## config.mk

```make
export PLATFORM = sky130hd
export DESIGN_NAME = opk_unit
export DESIGN_NICKNAME = d
export VERILOG_FILES = /design/src/rtl/opk_pkg.sv /design/src/rtl/opk_decode.sv /design/src/rtl/opk_full_pack.sv /design/src/rtl/opk_word_pack.sv /design/src/rtl/opk_unit.sv
export SDC_FILE = /design/constraint.sdc
export NUM_CORES = 1
export LEC_CHECK = 0
export BUFFER_PORTS_ARGS = -buffer_cell sky130_fd_sc_hd__buf_2
export CORE_AREA = 2 2 76 78
export DETAILED_ROUTE_END_ITERATION = 12
export DIE_AREA = 0 0 78 80
export GPL_ROUTABILITY_DRIVEN = 0
export PLACE_DENSITY = 0.72
export SETUP_SLACK_MARGIN = 0.2
export SYNTH_ARGS = -nofsm -noshare
export SYNTH_HDL_FRONTEND = slang
export SYNTH_SLANG_ARGS = --single-unit
```

## constraint.sdc

```tcl
create_clock -name vclk -period 1.62
set_input_delay 0.081 -clock vclk [all_inputs]
set_output_delay 0.081 -clock vclk [all_outputs]
set_load 0.1 [all_outputs]
```

## src/rtl/opk_pkg.sv

```systemverilog
package opk_pkg;

  // Operation codes; the numeric values are the external encoding.
  typedef enum logic [2:0] {
    OPK_HALF_LO = 3'd0,
    OPK_HALF_HI = 3'd1,
    OPK_BYTES   = 3'd2,
    OPK_WORD_LO = 3'd3,
    OPK_WORD_HI = 3'd4
  } opk_op_e;

  localparam int unsigned OPK_OP_W = 3;

  // One-hot rule select produced by the decoder.
  typedef struct packed {
    logic word_hi;
    logic word_lo;
    logic bytes;
    logic half_hi;
    logic half_lo;
  } opk_sel_t;

endpackage

```

## src/rtl/opk_decode.sv

```systemverilog
module opk_decode
  import opk_pkg::*;
#(
  parameter bit HAS_WORD = 1'b1
) (
  input  logic [OPK_OP_W-1:0] op_i,
  output opk_sel_t            sel_o,
  output logic                illegal_o
);

  always_comb begin
    sel_o = '0;
    case (op_i)
      OPK_HALF_LO: sel_o.half_lo = 1'b1;
      OPK_HALF_HI: sel_o.half_hi = 1'b1;
      OPK_BYTES:   sel_o.bytes   = 1'b1;
      OPK_WORD_LO: sel_o.word_lo = HAS_WORD;
      OPK_WORD_HI: sel_o.word_hi = HAS_WORD;
      default:     sel_o = '0;
    endcase
  end

  assign illegal_o = (sel_o == '0);

  always_comb begin

    unused_code_chk: assert (!(op_i > 3'd4) || illegal_o)
      else $error("code %0d not flagged illegal", op_i);

    legal_code_chk: assert (!(op_i <= 3'd2) || !illegal_o)
      else $error("code %0d flagged illegal", op_i);

    one_rule_chk: assert ($onehot0(sel_o))
      else $error("more than one rule selected");
  end

endmodule

```

## src/rtl/opk_full_pack.sv

```systemverilog
module opk_full_pack #(
  parameter int unsigned XLEN = 64
) (
  input  logic [XLEN-1:0] rs1_i,
  input  logic [XLEN-1:0] rs2_i,
  output logic [XLEN-1:0] half_lo_o,
  output logic [XLEN-1:0] half_hi_o,
  output logic [XLEN-1:0] bytes_o
);

  localparam int unsigned HALF = XLEN / 2;
  localparam int unsigned BYTE = 8;

  function automatic logic [XLEN-1:0] join_low_halves(
    input logic [XLEN-1:0] a, input logic [XLEN-1:0] b);
    return {b[HALF-1:0], a[HALF-1:0]};
  endfunction

  function automatic logic [XLEN-1:0] join_high_halves(
    input logic [XLEN-1:0] a, input logic [XLEN-1:0] b);
    return {b[XLEN-1:HALF], a[XLEN-1:HALF]};
  endfunction

  function automatic logic [XLEN-1:0] join_low_bytes(
    input logic [XLEN-1:0] a, input logic [XLEN-1:0] b);
    return {{(XLEN-2*BYTE){1'b0}}, b[BYTE-1:0], a[BYTE-1:0]};
  endfunction

  assign half_lo_o = join_low_halves(rs1_i, rs2_i);
  assign half_hi_o = join_high_halves(rs1_i, rs2_i);
  assign bytes_o   = join_low_bytes(rs1_i, rs2_i);

endmodule

```

## src/rtl/opk_word_pack.sv

```systemverilog
module opk_word_pack #(
  parameter int unsigned XLEN = 64,
  parameter int unsigned WORD = 32
) (
  input  logic [WORD-1:0] rs1_w_i,
  input  logic [WORD-1:0] rs2_w_i,
  output logic [XLEN-1:0] word_lo_o,
  output logic [XLEN-1:0] word_hi_o
);

  localparam int unsigned HW  = WORD / 2;
  localparam int unsigned EXT = XLEN - WORD;

  function automatic logic [XLEN-1:0] widen_signed(input logic [WORD-1:0] w);
    return {{EXT{w[WORD-1]}}, w};
  endfunction

  function automatic logic [WORD-1:0] join_low_quarters(
    input logic [WORD-1:0] a, input logic [WORD-1:0] b);
    return {b[HW-1:0], a[HW-1:0]};
  endfunction

  function automatic logic [WORD-1:0] join_high_quarters(
    input logic [WORD-1:0] a, input logic [WORD-1:0] b);
    return {b[WORD-1:HW], a[WORD-1:HW]};
  endfunction

  logic [WORD-1:0] lo_word, hi_word;

  assign lo_word   = join_low_quarters(rs1_w_i, rs2_w_i);
  assign hi_word   = join_high_quarters(rs1_w_i, rs2_w_i);
  assign word_lo_o = widen_signed(lo_word);
  assign word_hi_o = widen_signed(hi_word);

endmodule

```

## src/rtl/opk_unit.sv

```systemverilog
module opk_unit
  import opk_pkg::*;
#(
  parameter int unsigned XLEN = 64
) (
  input  logic [XLEN-1:0]     rs1_i,
  input  logic [XLEN-1:0]     rs2_i,
  input  logic [OPK_OP_W-1:0] op_i,
  output logic [XLEN-1:0]     result_o,
  output logic                illegal_o
);

  localparam bit          HAS_WORD = (XLEN == 64);
  localparam int unsigned WORD     = 32;
  localparam int unsigned HALF     = XLEN / 2;

  opk_sel_t        sel;
  logic            dec_illegal;
  logic [XLEN-1:0] half_lo_val, half_hi_val, bytes_val;
  logic [XLEN-1:0] word_lo_val, word_hi_val;

  opk_decode #(.HAS_WORD(HAS_WORD)) u_decode (
    .op_i      (op_i),
    .sel_o     (sel),
    .illegal_o (dec_illegal)
  );

  opk_full_pack #(.XLEN(XLEN)) u_full (
    .rs1_i     (rs1_i),
    .rs2_i     (rs2_i),
    .half_lo_o (half_lo_val),
    .half_hi_o (half_hi_val),
    .bytes_o   (bytes_val)
  );

  generate
    if (HAS_WORD) begin : g_word
      opk_word_pack #(.XLEN(XLEN), .WORD(WORD)) u_word (
        .rs1_w_i   (rs1_i[WORD-1:0]),
        .rs2_w_i   (rs2_i[WORD-1:0]),
        .word_lo_o (word_lo_val),
        .word_hi_o (word_hi_val)
      );
    end else begin : g_no_word
      assign word_lo_val = '0;
      assign word_hi_val = '0;
    end
  endgenerate

  // AND-OR select: an empty select yields zero for unused codes.
  always_comb begin
    result_o = ({XLEN{sel.half_lo}} & half_lo_val)
             | ({XLEN{sel.half_hi}} & half_hi_val)
             | ({XLEN{sel.bytes}}   & bytes_val)
             | ({XLEN{sel.word_lo}} & word_lo_val)
             | ({XLEN{sel.word_hi}} & word_hi_val);
  end

  assign illegal_o = dec_illegal;

  always_comb begin

    illegal_zero_chk: assert (!illegal_o || (result_o == '0))
      else $error("illegal code produced nonzero result");

    half_lo_src_chk: assert (!(op_i == 3'd0) ||
                             (result_o[HALF-1:0] == rs1_i[HALF-1:0]))
      else $error("half pack low field mismatch");

    half_hi_src_chk: assert (!(op_i == 3'd1) ||
                             (result_o[XLEN-1:HALF] == rs2_i[XLEN-1:HALF]))
      else $error("upper pack high field mismatch");

    bytes_clear_chk: assert (!(op_i == 3'd2) || (result_o[XLEN-1:16] == '0))
      else $error("byte pack left high bits set");
  end

  generate
    if (HAS_WORD) begin : g_word_chk
      always_comb begin

        word_lo_ext_chk: assert (!(op_i == 3'd3) ||
          ($countones(result_o[XLEN-1:WORD-1]) == 0) ||
          ($countones(result_o[XLEN-1:WORD-1]) == XLEN-WORD+1))
          else $error("word pack extension broken");

        word_hi_ext_chk: assert (!(op_i == 3'd4) ||
          ($countones(result_o[XLEN-1:WORD-1]) == 0) ||
          ($countones(result_o[XLEN-1:WORD-1]) == XLEN-WORD+1))
          else $error("word upper pack extension broken");
      end
    end
  endgenerate

endmodule

```

# After elaboration in Yosys (flattened, before gate mapping)
# Cells that the tools add are included.
# classes
eq_ne	4
n_mux	5
bitwise_logic	9
reduce_logical	2
# op_table
cell	n
$and A64 B64 Y64	4
$or A64 B64 Y64	4
$and A64 B16 Y64	1
$eq A3 B2 Y1 const B	2
$logic_not A5 Y1	1
$mux W1	5
$eq A3 B1 Y1 const B	1
$eq A3 B3 Y1 const B	1
$logic_not A3 Y1	1
# word_totals
regBits	0
out_inout_bits	65
word_cells	20

# Depth between registers and ports, before layout
# Gate-level depths: netlist (run 1).
# logic_depth
depth_word	7
mapped_depth	5
mapped_depth_nobuf	3

# By module
# From an unflattened synthesis (run 1), not the netlist that was laid out.
# unflattened
hier_cells	554
hier_area_um2	4075.2
# by_module_without_submodules
module	n_inst	cells_each	area_each_um2
opk_unit	1	227	1624.1
opk_full_pack	1	193	1445.1
opk_word_pack	1	128	960.9
opk_decode	1	6	45.0

# Least setup slack after synthesis (run 1)
# No wires, ideal clock.
# synth_timing
kind	input port to output port
startpoint	input port op_i[1]
endpoint	output port result_o[16]
t_arrival_ps	2213
t_required_ps	1539
setup_slack_ps	-674
path_stages	5
cell_sequence	buf_4 > buf_4 > buf_4 > mux2i_1 > o22ai_1
# synth_between
elab_chain_len	7
word_cells_on_any_way	19
cone_classes	eq/ne: 4; mux: 5; bitwise: 9; reduce/logical: 1
# synth_rtl
element	line_no	rtl
start, declared	opk_unit.sv:8	input logic [OPK_OP_W-1:0] op_i,
$eq A3 B1 Y1 or $logic_not A3 Y1 (tied branches)	opk_decode.sv:13	case (op_i)
$mux W1	opk_decode.sv:13	
$and A64 B64 Y64 (on tied branches)	opk_unit.sv:53, opk_unit.sv:52	
$or A64 B64 Y64	opk_unit.sv:53	| ({XLEN{sel.half_hi}} & half_hi_val)
$or A64 B64 Y64	opk_unit.sv:54	| ({XLEN{sel.bytes}} & bytes_val)
$or A64 B64 Y64	opk_unit.sv:55	| ({XLEN{sel.word_lo}} & word_lo_val)
$or A64 B64 Y64 (*)	opk_unit.sv:56	| ({XLEN{sel.word_hi}} & word_hi_val);
end, declared	opk_unit.sv:9	output logic [XLEN-1:0] result_o,
# Mark *: on every way between the ends. The rest lies on a longest branch, timed or not.

# Final worst setup path (run 1)
# layout_timing
startpoint	input port op_i[1]
endpoint	output port result_o[39]
# The elaborated chain is that of the path after synthesis.

==> impl_metrics.py, run 1 <==
metrics = {
    "route": {
        "drt_iter0_markers": 84,
        "drc": 0,
        "detail-route-antenna-nets": 0,
        "vias": 2648,
        "drt-wirelength-per-cell_um": 21.3,
        "drt-total-wl_mm": 9.68,
        "detail_route.vias_per_cell": 5.82,
        "first_pass_iters": 4,
    },
    "floorplanning": {
        "row_count": 27,
        "die_width_um": 78,
        "die_h_um": 80,
        "core_area_um2": 5410,
        "start_util_pct": 27.6,
        "dieArea_um2": 6240,
        "pin_count": 196,
    },
    "critical_path": {
        "cp_max_fo": 9,
        "cp_cell_sequence": "buf_12, nor3b_4, a32o_2, a221o_2, buf_12",
        "worstPathArrival_ns": 1.28,
        "path_buf_inv": 2,
        "end_kind": "primary output",
        "crit_required_ns": 1.54,
        "worst_path_max_delay_cell": "a32o_2",
        "cp_top_family": "compound AO/OA/AOI/OAI gates",
        "startpoint": "op_i[1]",
        "cp_common_cell": "buf_12",
        "critPathKind": "in -> out",
        "cp-start-kind": "input port",
        "max_stage_delay_ns": 0.36,
    },
    "finish": {
        "nNetsFinal": 516,
        "nClkBuffers": 0,
        "layoutNonFillerInstCount": 455,
        "drive_above_1_share_pct": 77.8,
        "diodes": 0,
        "seq_area_um2": 0,
        "design.seq.count": 0,
        "area_growth_pct": 176,
    },
    "timing": {
        "min_period_over_period_pct": 84.3,
        "rsz0062_at_grt": "no",
        "fmax_mhz": 732,
        "hold_violations": 0,
        "period_needed_ns": 1.37,
        "worst_pin_slew_ns": 0.450,
        "drv_slew": 0,
        "setup_viol": 0,
        "slew_headroom_pct": 69.1,
        "fin_setup_tns_ns": 0,
    },
    "place": {
        "dp_cells": 441,
        "portBuffers": 196,
        "dp_hpwl_mm": 7.01,
    },
    "flow_run": {
        "maxCapViolCount": 0,
    },
    "synthesis": {
        "yosys_warnings": 0,
        "synthesis.area_um2": 1490,
        "postSynthAreaPerCell_um2": 8.11,
        "synthCells": 184,
        "ys_seq_area_share_pct": 0,
        "ys_types": 21,
        "synthesis.nets": 315,
    },
    "grt": {
        "grt_max_degree": 22,
        "grt_pass1_vias": 2739,
        "grt_antenna_before_repair": 0,
        "grt_pass1_wl_mm": 14.4,
        "grt_usage_pct": 29.0,
        "grt_overflow_total": 0,
    },
    "min_path": {
        "holdPathStages": 3,
        "holdPathEnd": "result_o[59]",
        "hp-start": "rs2_i[59]",
        "hp-class": "in -> out",
    },
    "pwr": {
        "ir_drop_uv": 405,
        "power_leakage_nw": 1.89,
        "powerDensity_nw_per_um2": 616,
    },
    "clock_network": {
        "ctsHoldBuffers": 0,
    },
    "status": {
        "outcome": "complete, no violations",
    },
}
==> per-layer routing <==
| layer | vias up | GRT usage (%) | routed length [um] |
|---|---|---|---|
| met5 | - | 0 | 0 |
| met4 | 0 | 5.44 | 175 |
| met3 | 14 | 6.11 | 771 |
| met2 | 133 | 56.6 | 5210 |
| met1 | 1297 | 32.4 | 3530 |
| li1 | 1204 | - | - |
==> logic make-up after synthesis <==
group / count (synthesis) / synth area share, %
AO/OA/AOI/OAI: 100 / 52.1
AND/OR/NAND/NOR: 17 / 9.22
buffers and inverters: 27 / 11.9
multiplexers: 40 / 26.8
==> what timing repair did <==
| action | CTS | global route |
|---|---|---|
| setup buffers | 9 | 0 |
| endpoints found under the setup margin | 44 | 25 |
| pin swaps | 8 | 4 |
| gates resized for setup | 14 | 5 |
| gates cloned | 5 | 0 |
==> cells in the final DEF (no fill, tap or decap) <==
cell,count
buf_2,128
buf_12,70
mux2i_1,40
a221o_2,36
buf_4,19
a21oi_1,16
o22ai_4,14
nor2b_1,9
a211o_1,8
o21ai_4,8
a22oi_1,8
o22ai_2,6
buf_6,4
a32o_1,3
nor2_4,2
a32o_4,2
a32o_2,2
or2_4,1
nor2_8,1
nand2b_2,1
nor2b_4,1
nor3b_4,1
nor2b_2,1
and2_1,1
bufbuf_16,1
==> per-stage QoR <==
stage	hold slack, ns	area, um2	setup WS (ns)	util [%]	power [W]
finish	0.564	4110	0.255	76.1	0.00253
global route	0.569	4110	0.205	76.1	0.00260
CTS	0.565	4090	0.207	75.7	0.00253
detailed placement	0.566	3870	-0.0916	71.6	0.00246
global placement	0.563	3870	0.0116	71.6	0.00243
floorplan	0.569	1880	-0.0544	-	0.00155
==> worst max path at each step <==
stage	endpoint	slack, ns	cells after the start
2_1_floorplan	result_o[2]	-0.05	5
3_3_place_gp	result_o[49]	0.01	5
3_5_place_dp	result_o[49]	-0.09	5
4_1_cts	result_o[36]	0.21	6
5_1_grt	result_o[47]	0.20	5
6_report	result_o[39]	0.25	5
==> power by group <==
part	internal, W	switching (W)
Combinational	0.000956	0.00158
Sequential	0	0
Clock	0	0
==> cells in the mapped netlist <==
master,instances,area [um2]
mux2i_1,40,400
or2_4,1,8.76
a32o_1,3,30.0
nand2b_2,1,8.76
o22ai_1,20,125
nor2b_1,11,68.8
nor3b_4,1,18.8
a211o_1,8,70.1
and2_1,1,6.26
nor2_2,1,6.26
nor2_8,1,20.0
o21ai_1,8,40.0
a221o_1,36,360
buf_1,2,7.51
buf_6,6,67.6
a21oi_1,16,80.1
buf_2,7,35.0
a22oi_1,8,60.1
clkbuf_1,6,22.5
buf_4,6,45.0
a32o_2,1,11.3
==> cell type report <==
class | instances | area [um2]
fillers | 387 | 1290
multi-input cells | 161 | 1760
well taps | 72 | 90.1
repair buffers | 222 | 2260
Note: power is estimated with default switching activity, not from simulation.
==> run 2: changes to the inputs <==
--- a/config.mk
+++ b/config.mk
@@ -6,11 +6,11 @@
 export NUM_CORES = 1
 export LEC_CHECK = 0
 export BUFFER_PORTS_ARGS = -buffer_cell sky130_fd_sc_hd__buf_2
-export CORE_AREA = 2 2 76 78
+export CORE_AREA = 2 2 75 77
 export DETAILED_ROUTE_END_ITERATION = 12
-export DIE_AREA = 0 0 78 80
+export DIE_AREA = 0 0 77 79
 export GPL_ROUTABILITY_DRIVEN = 0
-export PLACE_DENSITY = 0.72
+export PLACE_DENSITY = 0.74
 export SETUP_SLACK_MARGIN = 0.2
 export SYNTH_ARGS = -nofsm -noshare
 export SYNTH_HDL_FRONTEND = slang
==> constraint.sdc (replaced) <==
create_clock -name vclk -period 1.3
set_input_delay 0.065 -clock vclk [all_inputs]
set_output_delay 0.065 -clock vclk [all_outputs]
set_load 0.1 [all_outputs]
==> run 2 against run 1 <==
  * The flow now stops in global routing
  * Synthesized cell count unchanged
  * Area after synthesis unchanged
==> impl_metrics.py, run 2 <==
metrics = {
    "synthesis": {
        "synth_common_cells": "mux2i_1, a221o_1, o22ai_1, a21oi_1, nor2b_1",
        "synthesis.area_um2": 1490,
        "synthesis.nets": 315,
        "ys_types": 21,
        "yosys_warnings": 0,
        "synthCells": 184,
        "ys_seq_area_share_pct": 0,
        "postSynthAreaPerCell_um2": 8.11,
        "synth.most_common_cell": "mux2i_1",
        "synth_area_leaders": "mux2i_1, a221o_1, o22ai_1",
        "synth_top_area_share_pct": 26.8,
        "synth_top_area_cell": "mux2i_1",
    },
    "place": {
        "dp_hpwl_mm": 8.21,
        "dp_cells": 459,
        "portBuffers": 196,
    },
    "clock_network": {
        "ctsHoldBuffers": 0,
    },
    "status": {
        "outcome": "stopped before the end",
        "error_message": "[ERROR GRT-0232] Routing congestion too high. Check the congestion heatmap in the GUI.",
        "haltStage": "global routing",
    },
    "grt": {
        "grt_max_degree": 24,
        "grt_overflow_total": 103,
        "grt_usage_pct": 77.1,
    },
    "timing": {
        "worst_path_end_type": "primary output",
        "grt-worst-endpoint": "result_o[50]",
    },
    "floorplanning": {
        "row_count": 27,
        "die_width_um": 77,
        "start_util_pct": 28.0,
        "pin_count": 196,
        "die_h_um": 79,
    },
}
-- run 2: cell counts after synthesis --
Identical to the previous run, type by type.
-- run 2: what timing repair did --
action | in CTS
pin swaps | 33
setup buffers | 20
cloned | 3
gates resized for setup | 99
endpoints found under the setup margin | 65
-- run 2: cells by family after synthesis --
group           Yosys count  share of synthesized area [%]
compound gates          100                           52.1
buf+inv                  27                           11.9
mux                      40                           26.8
simple gates             17                           9.22
-- run 2: routing by layer --
metal,GRT overflow,track usage (%)
met5,0,3.64
met2,57,99.1
met3,0,53.8
met4,46,89.6
met1,0,74.8
-- run 2: through the flow --
step	hold WS, ns	worst slack (ns)	instance area, um2	TNS (ns)
3_3_place_gp	0.532	-0.209	4410	-6.84
3_5_place_dp	0.534	-0.248	4410	-8.18
2_1_floorplan	0.457	-0.00257	2380	-0.0306
4_1_cts	0.534	-0.0637	5060	-1.74
==> run 3: changes to the inputs <==
--- a/config.mk
+++ b/config.mk
@@ -10,8 +10,7 @@
 export DETAILED_ROUTE_END_ITERATION = 12
 export DIE_AREA = 0 0 77 79
 export GPL_ROUTABILITY_DRIVEN = 0
-export PLACE_DENSITY = 0.74
-export SETUP_SLACK_MARGIN = 0.2
+export PLACE_DENSITY_LB_ADDON = 0.15
 export SYNTH_ARGS = -nofsm -noshare
 export SYNTH_HDL_FRONTEND = slang
 export SYNTH_SLANG_ARGS = --single-unit
==> run 3 against run 2 <==
  * The flow now finishes, with violations (setup timing)
==> impl_metrics.py, run 3 (synthesis results as in run 1) <==
metrics = {
    "status": {
        "outcome": "finished, violations left",
        "violations": "setup timing",
    },
    "grt": {
        "grt_overflow_total": 0,
        "grt_antenna_before_repair": 1,
        "grtUsageMet3_pct": 2.95,
        "grt_usage_pct": 33.9,
        "busiest_layer": "met2",
        "grt_use_met2_pct": 68.3,
        "grt_pass1_vias": 3013,
        "grt_pass1_wl_mm": 16.2,
        "grt_max_degree": 25,
        "global_route.usage.met1_pct": 38.5,
    },
    "timing": {
        "worst_pin_slew_ns": 0.389,
        "setup_viol": 63,
        "min_period_over_period_pct": 119,
        "fmax_mhz": 646,
        "setup_ws_ns": -0.248,
        "rsz0062_at_grt": "yes",
        "fin_setup_tns_ns": -10.50,
        "drv_slew": 0,
        "slew_headroom_pct": 73.3,
        "period_needed_ns": 1.55,
        "hold_violations": 0,
    },
    "finish": {
        "final_util_pct": 93.6,
        "design.seq.count": 0,
        "area_growth_pct": 235,
        "nNetsFinal": 546,
        "n_fill_cell": 178,
        "seq_area_um2": 0,
        "nClkBuffers": 0,
        "layoutNonFillerInstCount": 486,
        "drive_above_1_share_pct": 84.0,
        "final_common_cell": "buf_2",
        "final_cell_mix": "buf_2, buf_12, mux2i_1",
    },
    "place": {
        "dp_cells": 453,
        "dp_hpwl_mm": 7.08,
        "portBuffers": 196,
    },
    "route": {
        "first_pass_iters": 5,
        "drc": 0,
        "detail-route-antenna-nets": 0,
        "vias": 3096,
        "drt-wirelength-per-cell_um": 28.1,
        "detail_route.vias_per_cell": 6.37,
        "drt-total-wl_mm": 13.7,
        "drt_iter0_markers": 221,
    },
    "pwr": {
        "powerDensity_nw_per_um2": 716,
        "pwr-share-clk_pct": 0,
        "seqPwrFrac_pct": 0,
        "switching_power_w": 0.00216,
        "combPwrFrac_pct": 100.0,
        "power_leakage_nw": 2.27,
        "power.share.switching_pct": 60.4,
        "ir_drop_uv": 577,
        "power.total_w": 0.00358,
        "internal-power_w": 0.00142,
    },
    "flow_run": {
        "maxCapViolCount": 0,
    },
    "critical_path": {
        "worstPathArrival_ns": 1.48,
        "cp_max_fo": 6,
        "cp_cell_sequence": "buf_8, buf_6, nor2b_4, a32o_2, clkbuf_16, a221o_4, buf_12",
        "max_stage_delay_ns": 0.35,
        "cp-start-kind": "input port",
        "worst_path_max_delay_cell": "a32o_2",
        "cp_top_family": "compound AO/OA/AOI/OAI gates",
        "path_buf_inv": 4,
        "critPathKind": "in -> out",
        "crit_required_ns": 1.24,
        "end_kind": "primary output",
    },
    "floorplanning": {
        "die_h_um": 79,
        "row_count": 27,
        "start_util_pct": 28.0,
        "dieArea_um2": 6080,
        "pin_count": 196,
        "core_area_um2": 5340,
        "die_width_um": 77,
    },
    "min_path": {
        "hp-class": "in -> out",
    },
    "clock_network": {
        "ctsHoldBuffers": 0,
    },
}
==> run 3: per-layer routing <==
layer  part of all wire (%)  vias up
met2                     52      271
met3                    7.7       79
met1                     34     1476
met5                      0        -
met4                    7.0        0
li1                       -     1270
==> run 3: layout make-up <==
cell class	instances	area (um2)	area share, %
timing repair buffer	255	2730	54.7
antenna	1	2.50	0.0501
multi-input combinational	158	2170	43.4
tap	72	90.1	1.80
==> run 3: final timing paths <==
path	start	to	slack, ns	cells after the start
setup / recovery	op_i[0]	result_o[44]	-0.25	7
hold / removal	rs2_i[33]	result_o[33]	0.54	3
==> run 3: power groups by stage <==
stage	clock (W)	combinational [W]	sequential, W
floorplan	0	0.00208	0
global placement	0	0.00301	0
detailed placement	0	0.00304	0
CTS	0	0.00336	0
global route	0.000000000103	0.00364	0
finish	0.000000000103	0.00358	0
==> run 3: repair_timing <==
item	CTS	global route
gates cloned	5	5
resized for setup	113	29
pin swaps	9	10
endpoints found under the setup margin	59	65
buffers inserted	12	11
==> run 3: per-stage QoR <==
| step | setup slack, ns | area, um2 | hold WS [ns] |
|---|---|---|---|
| detailed placement | -0.490 | 4030 | 0.538 |
| CTS | -0.177 | 4670 | 0.535 |
| global route | -0.255 | 4990 | 0.544 |
| finish | -0.248 | 4990 | 0.537 |
| floorplan | -0.0955 | 2250 | 0.462 |
| global placement | -0.452 | 4030 | 0.531 |
==> run 4: changes to the inputs <==
==> constraint.sdc (replaced) <==
create_clock -name vclk -period 1.3
set_input_delay 0.13 -clock vclk [all_inputs]
set_output_delay 0.13 -clock vclk [all_outputs]
set_load 0.1 [all_outputs]
==> run 4 against run 3 <==
  * The run now fails in global routing
  * Area after synthesis stayed put
  * Synthesized cell count stayed put
==> impl_metrics.py, run 4 <==
metrics = {
    "grt": {
        "grt_max_degree": 16,
        "grt_usage_pct": 76.9,
        "grt_antenna_before_repair": 2,
        "grt_overflow_total": 183,
    },
    "synthesis": {
        "synth_top_area_cell": "mux2i_1",
        "synth_top_area_share_pct": 26.8,
        "synth_area_leaders": "mux2i_1, a221o_1, o22ai_1",
        "synthesis.nets": 315,
        "synthesis.area_um2": 1490,
        "yosys_warnings": 0,
        "synth_common_cells": "mux2i_1, a221o_1, o22ai_1, a21oi_1, nor2b_1",
        "synth.most_common_cell": "mux2i_1",
        "synthCells": 184,
        "postSynthAreaPerCell_um2": 8.11,
        "ys_types": 21,
        "ys_seq_area_share_pct": 0,
    },
    "timing": {
        "worst_path_end_type": "primary output",
        "grt-worst-endpoint": "result_o[41]",
    },
    "status": {
        "outcome": "stopped before the end",
        "error_message": "[ERROR GRT-0232] Routing congestion too high. Check the congestion heatmap in the GUI.",
        "haltStage": "global routing",
    },
    "floorplanning": {
        "die_h_um": 79,
        "die_width_um": 77,
        "pin_count": 196,
        "start_util_pct": 28.0,
        "row_count": 27,
    },
    "place": {
        "portBuffers": 196,
        "place_area_um2": 4500,
        "dp_hpwl_mm": 8.37,
    },
}
## run 4: cell counts after synthesis
Identical to the previous run, type by type.
## run 4: cell families after synthesis
| family | count (synthesis) | synth area share [%] |
|---|---|---|
| muxes | 40 | 26.8 |
| buffers and inverters | 27 | 11.9 |
| and+or+nand+nor | 17 | 9.22 |
| AOI/OAI and AO/OA | 100 | 52.1 |
## run 4: metal layers
layer,track usage [%],overflow
met3,45.7,0
met5,5.45,0
met4,95.0,56
met2,107,127
met1,70.4,0
## run 4: metrics by stage
stage,instances,setup WS [ns]
after floorplan,184,-0.133
after detailed placement,466,-0.529
after global placement,466,-0.412
after CTS,486,-0.254
## run 4: timing repair
item | in CTS
hold buffers | 0
setup buffers | 18
pin swaps | 27
gates resized for setup | 76
setup endpoints to repair | 64
gates cloned | 4
